## src/rtl/eag_pkg.sv

```systemverilog
package eag_pkg;

  typedef enum logic [2:0] {
    M_REGIND  = 3'd0,
    M_DISP    = 3'd1,
    M_PCREL   = 3'd2,
    M_SCALED  = 3'd3,
    M_AUTOINC = 3'd4,
    M_PREIND  = 3'd5,
    M_POSTIND = 3'd6,
    M_RSVD    = 3'd7
  } eag_mode_e;

  typedef enum logic [1:0] {
    ST_IDLE  = 2'd0,
    ST_FETCH = 2'd1,
    ST_FIN   = 2'd2
  } eag_state_e;

  function automatic logic mode_fetches(eag_mode_e m);
    return (m == M_PREIND) || (m == M_POSTIND);
  endfunction

endpackage

```

## src/rtl/eag_ext.sv

```systemverilog
module eag_ext #(
  parameter int FW = 16,
  parameter int AW = 32
) (
  input  logic [FW-1:0] fld,
  output logic [AW-1:0] fld_s,
  output logic [AW-1:0] fld_z
);
  localparam int PADW = AW - FW;

  assign fld_s = {{PADW{fld[FW-1]}}, fld};
  assign fld_z = {{PADW{1'b0}}, fld};
endmodule

```

## src/rtl/eag_scale.sv

```systemverilog
module eag_scale #(
  parameter int AW  = 32,
  parameter int SCW = 2
) (
  input  logic [AW-1:0]  idx,
  input  logic [SCW-1:0] sel,
  output logic [AW-1:0]  scaled
);
  localparam int NSC = 1 << SCW;

  logic [AW-1:0] cand [NSC];

  for (genvar g = 0; g < NSC; g++) begin : g_shift
    assign cand[g] = idx << g;
  end

  assign scaled = cand[sel];
endmodule

```

## src/rtl/eag_fsm.sv

```systemverilog
module eag_fsm
  import eag_pkg::*;
(
  input  logic clk,
  input  logic rst_n,
  input  logic start,
  input  logic need_fetch,
  input  logic rd_valid,
  output logic busy,
  output logic done,
  output logic rd_req,
  output logic cap_start,
  output logic cap_rd
);
  eag_state_e st_q, st_n;

  always_comb begin
    st_n = st_q;
    case (st_q)
      ST_IDLE:  if (start) st_n = need_fetch ? ST_FETCH : ST_FIN;
      ST_FETCH: if (rd_valid) st_n = ST_FIN;
      ST_FIN:   st_n = ST_IDLE;
      default:  st_n = ST_IDLE;
    endcase
  end

  always_ff @(posedge clk or negedge rst_n) begin
    if (!rst_n) st_q <= ST_IDLE;
    else        st_q <= st_n;
  end

  assign busy      = (st_q != ST_IDLE);
  assign done      = (st_q == ST_FIN);
  assign rd_req    = (st_q == ST_FETCH);
  assign cap_start = (st_q == ST_IDLE) && start;
  assign cap_rd    = (st_q == ST_FETCH) && rd_valid;
endmodule

```

## src/rtl/eag_unit.sv

```systemverilog
module eag_unit
  import eag_pkg::*;
#(
  parameter int AW  = 32,
  parameter int FW  = 16,
  parameter int SCW = 2
) (
  input  logic           clk,
  input  logic           rst_n,
  input  logic           start,
  input  logic [2:0]     mode,
  input  logic [FW-1:0]  afield,
  input  logic [AW-1:0]  reg_val,
  input  logic [AW-1:0]  pc,
  input  logic [AW-1:0]  base_val,
  input  logic [SCW-1:0] scale_sel,
  output logic           busy,
  output logic           done,
  output logic [AW-1:0]  ea,
  output logic           err,
  output logic           wb_en,
  output logic [AW-1:0]  wb_data,
  output logic           rd_req,
  output logic [AW-1:0]  rd_addr,
  input  logic           rd_valid,
  input  logic [AW-1:0]  rd_data
);
  eag_mode_e     mode_e;
  logic [AW-1:0] fld_s, fld_z, idx_sc;
  logic [AW-1:0] ea_calc, rda_calc, idx_calc;
  logic          cap_start, cap_rd;

  logic [AW-1:0] ea_q, wb_q, rda_q, idx_q;
  logic          err_q, wbe_q;

  assign mode_e = eag_mode_e'(mode);

  eag_ext #(.FW(FW), .AW(AW)) u_ext (
    .fld   (afield),
    .fld_s (fld_s),
    .fld_z (fld_z)
  );

  eag_scale #(.AW(AW), .SCW(SCW)) u_scale (
    .idx    (reg_val),
    .sel    (scale_sel),
    .scaled (idx_sc)
  );

  eag_fsm u_fsm (
    .clk        (clk),
    .rst_n      (rst_n),
    .start      (start),
    .need_fetch (mode_fetches(mode_e)),
    .rd_valid   (rd_valid),
    .busy       (busy),
    .done       (done),
    .rd_req     (rd_req),
    .cap_start  (cap_start),
    .cap_rd     (cap_rd)
  );

  // Arithmetic result for the modes that need no memory word
  always_comb begin
    case (mode_e)
      M_REGIND:  ea_calc = reg_val;
      M_DISP:    ea_calc = fld_s + reg_val;
      M_PCREL:   ea_calc = fld_s + pc;
      M_SCALED:  ea_calc = base_val + idx_sc + fld_s;
      M_AUTOINC: ea_calc = fld_z + reg_val;
      default:   ea_calc = '0;
    endcase
  end

  // Fetch address and the term added to the fetched word
  always_comb begin
    if (mode_e == M_POSTIND) begin
      rda_calc = fld_z;
      idx_calc = reg_val;
    end else begin
      rda_calc = fld_z + reg_val;
      idx_calc = '0;
    end
  end

  always_ff @(posedge clk or negedge rst_n) begin
    if (!rst_n) begin
      ea_q  <= '0;
      wb_q  <= '0;
      rda_q <= '0;
      idx_q <= '0;
      err_q <= 1'b0;
      wbe_q <= 1'b0;
    end else if (cap_start) begin
      ea_q  <= ea_calc;
      wb_q  <= reg_val + 1'b1;
      rda_q <= rda_calc;
      idx_q <= idx_calc;
      err_q <= (mode_e == M_RSVD);
      wbe_q <= (mode_e == M_AUTOINC);
    end else if (cap_rd) begin
      ea_q  <= rd_data + idx_q;
    end
  end

  assign ea      = ea_q;
  assign err     = err_q & done;
  assign wb_en   = wbe_q & done;
  assign wb_data = wb_q;
  assign rd_addr = rda_q;
endmodule

```

## config.mk

```make
export PLATFORM = sky130hd
export DESIGN_NAME = eag_unit
export DESIGN_NICKNAME = d
export VERILOG_FILES = /design/src/rtl/eag_pkg.sv /design/src/rtl/eag_ext.sv /design/src/rtl/eag_scale.sv /design/src/rtl/eag_fsm.sv /design/src/rtl/eag_unit.sv
export SDC_FILE = /design/constraint.sdc
export NUM_CORES = 1
export LEC_CHECK = 0
export BUFFER_PORTS_ARGS = -buffer_cell sky130_fd_sc_hd__buf_2
export CAP_MARGIN = 20
export CORE_MARGIN = 5
export CORE_UTILIZATION = 43
export CTS_CLUSTER_DIAMETER = 60
export DETAILED_ROUTE_END_ITERATION = 6
export PLACE_DENSITY = 0.67
export SYNTH_ARGS = -nofsm -noshare
export SYNTH_HDL_FRONTEND = slang
export SYNTH_SLANG_ARGS = --single-unit
export TNS_END_PERCENT = 100
```

## constraint.sdc

```tcl
create_clock -name clk -period 3.6 [get_ports clk]
set_input_delay 0.36 -clock clk [delete_from_list [all_inputs] [get_ports clk]]
set_output_delay 0.36 -clock clk [all_outputs]
set_load 0.02 [all_outputs]
```

==> impl_metrics.tcl <==
set metrics [dict create \
    worstPathCellList "buf_4, clkinv_4, nor3_4, buf_12, buf_4, buf_12, mux2_2, ha_1, a21o_1, a21oi_2, a21oi_1, a211oi_1, buf_4, o21ai_1, a21oi_1, xor2_1, o21ai_0, a221oi_1, nor3_1" \
    fmax_mhz 288 \
    dr_wl_met3_microns 4500 \
    drtIter0Drc 1524 \
    synth_area_leaders "dfrtp_1 23%, ha_1 9.8%, nand2_1 5.2%" \
    fp-row-count 66 \
    core_area_sq_um 32500 \
    die_w_microns 191 \
    viasPerCell 5.87 \
    die_height_microns 191 \
    routed_wl_microns 53900 \
    setup_viol 0 \
    fin_crit_ps 3470 \
    crit_top_cell "buf_4" \
    first_pass_iters 7 \
    cts_tree "built" \
    synth-main-ff-cell "dfrtp_1" \
    cts.clk_slew.worst_paths_ps 60 \
    grt_start_max_net_pins 76 \
    top_layer "met4" \
    worst_pin_slew_ps 949 \
    post_drt_wl_per_cell_microns 21.5 \
    track_usage_pct 28.9 \
    drc 1 \
    post-route-util_pct 56.2 \
    grt_antenna_before_repair 3 \
    die-area_sq_um 36500 \
    crit_path_max_fanout 14 \
    crit_arrival_ps 3760 \
    slew_violations 0 \
    cts_made_buffers 17 \
    clock-sinks 132 \
    hold_class "primary input to asynchronous set/reset pin" \
    place_ws_ps -414 \
    cts-htree-levels 4 \
    slowest_delay_ps 340 \
    syn_nets 1933 \
    rrSetupSlack_ps 400 \
    ant_nets 0 \
    syn_inst 1635 \
    failed_checks "DRC" \
    fin_worst_skew_ps 6.18 \
    drt-met1-wl_microns 24500 \
    synthDistinctLibCells 96 \
    synth.top_cell.area_share_pct 23.5 \
    port_buffers 253 \
    postSynthAreaPerCell_sq_um 8.61 \
    grt_pass1_vias 14300 \
    critPathCaptureType "flop" \
    startpoint_type "primary input" \
    async_flop_share_pct 100 \
    synth_enable_flop_cells 0 \
    worst_ir_drop_vdd_mv 0.358 \
    overflow 0 \
    min_period_over_period_pct 96.3 \
    worst_slew_margin_rel_pct 36.5 \
    layout-drive-gt1-share_pct 32.0 \
    grt_pass1_wl_microns 82000 \
    cpMaxStageDelayCell "mux2_2" \
    synth_seq_cells 132 \
    clock_latency_ps 420 \
    power_leakage_nw 8.35 \
    status "finished, violations left" \
    routabilityCongestion 0.991 \
    dr_wl_met2_microns 23300 \
    maxCapViolCount 0 \
    dp.final_hpwl_microns 43400 \
    io_pins 254 \
    nFillCells 2968 \
    finalSetupTns_ps 0 \
    synth_most_common_cell "nand2_1" \
    fin_nets 2343 \
    cts-root-buf "clkbuf_16" \
    power.density_nw_per_um2 442 \
    syn_area_sq_um 14100 \
    initial_core_util_pct 43.4 \
    ys_seq_area_share_pct 23.5 \
    synthToLayoutAreaGrowth_pct 29.6 \
    synth_warnings 0 \
    hold_viol_final 0 \
    clock_path_buffers 2 \
    synthTopCellsByCount "195 x nand2_1, 138 x a21oi_1, 132 x dfrtp_1" \
    yosysTopAreaCell "dfrtp_1" \
    critical_path_required_ps 3890 \
    critPathKind "primary input to flop" \
    vias 14700 \
    worst_slack_ps 133 \
    hold_buffers 0 \
    rsz0062_at_grt "true" \
]
critical path, delay by kind of cell:
| family | cells | cell delay (ps) |
|---|---|---|
| adders and majority gates | 1 | 290 |
| and+or+nand+nor | 2 | 300 |
| muxes | 1 | 340 |
| AOI/OAI and AO/OA | 8 | 1400 |
| xor gates and xnor gates | 1 | 260 |
| buffers and inverters | 6 | 780 |
where the power goes:
part | leakage, nW | internal [W] | total [W] | switching, W
logic | 6.42 | 0.00183 | 0.00430 | 0.00247
registers | 1.66 | 0.00180 | 0.00204 | 0.000234
clock network | 0.274 | 0.00107 | 0.00174 | 0.000665
per-layer routing:
layer / GRT usage (%) / vias to the layer above
met5: 0 / -
met3: 4.58 / 95
met4: 8.18 / 0
met1: 43.3 / 7038
met2: 43.1 / 728
li1: - / 6826
final cells by class:
class	instances	area, sq um	share of cell area, %
Antenna cell	4	10.0	0.0549
Clock buffer	19	433	2.37
Clock inverter	11	138	0.754
Inverter	29	114	0.624
Multi-Input combinational cell	1380	10500	57.7
Sequential cell	132	3300	18.1
Tap cell	442	553	3.03
Timing Repair Buffer	485	3170	17.3
flip-flops by register name, summed over array words and instances (netlist names):
name,flops
wb_data,32
ea,32
u_fsm.st_q,2
rd_addr,32
err_q,1
idx_q,32
wbe_q,1
worst paths after layout:
path                                   from       endpoint  depth (start not counted)
worst min-delay path                  rst_n     wb_data[0]                          1
worst max-delay path                mode[1]         ea[23]                         19
min in group clk                   rd_valid  u_fsm.st_q[0]                          2
worst min register to register  wb_data[10]    wb_data[10]                          2
worst max register to register     idx_q[0]         ea[28]                         13
max in group asynchronous             rst_n    rd_addr[25]                          2
kinds of logic after synthesis:
logic type / Yosys count / synth area share, %
AOI/OAI and AO/OA: 530 / 24.9
and+or+nand+nor: 476 / 15.4
xor gates and xnor gates: 157 / 9.77
adders and majority gates: 145 / 14.8
DFF: 132 / 23.5
buffers and inverters: 123 / 3.89
muxes: 72 / 7.89
placed cells by master, fill, tap and decap left out, types with 12 or more instances in the layout:
cell type / n
xor2_1: 77
nor2b_1: 20
nor2_1: 119
mux4_2: 28
xnor2_1: 79
o21ai_0: 118
a22o_1: 32
nand2_1: 194
a21o_1: 38
nand4_1: 12
o21ai_1: 13
buf_2: 250
o22ai_1: 16
and3_1: 13
a211oi_1: 15
inv_1: 27
nor3_1: 21
nand3_1: 45
dfrtp_1: 132
clkbuf_16: 19
a31oi_1: 25
ha_1: 102
mux2_2: 30
and2_1: 15
fa_1: 33
a21oi_1: 126
buf_4: 222
a21oi_2: 15
stage by stage:
| step | hold slack [ps] | total power [W] | std cells | area, sq um |
|---|---|---|---|---|
| 2_1_floorplan | 64.4 | 0.00453 | 1635 | 14300 |
| 3_3_place_gp | 458 | 0.00613 | 2457 | 17400 |
| 3_5_place_dp | 466 | 0.00619 | 2457 | 17400 |
| 4_1_cts | 66.1 | 0.00793 | 2487 | 17900 |
| 5_1_grt | 92.1 | 0.00854 | 2501 | 18200 |
| 6_report | 22.4 | 0.00807 | 2502 | 18200 |
what timing repair did:
item / CTS / global route
setup buffers: 0 / 9
setup endpoints to repair: 0 / 16
gates resized for setup: 0 / 43
No activity file was read; power rests on OpenSTA's default activity.
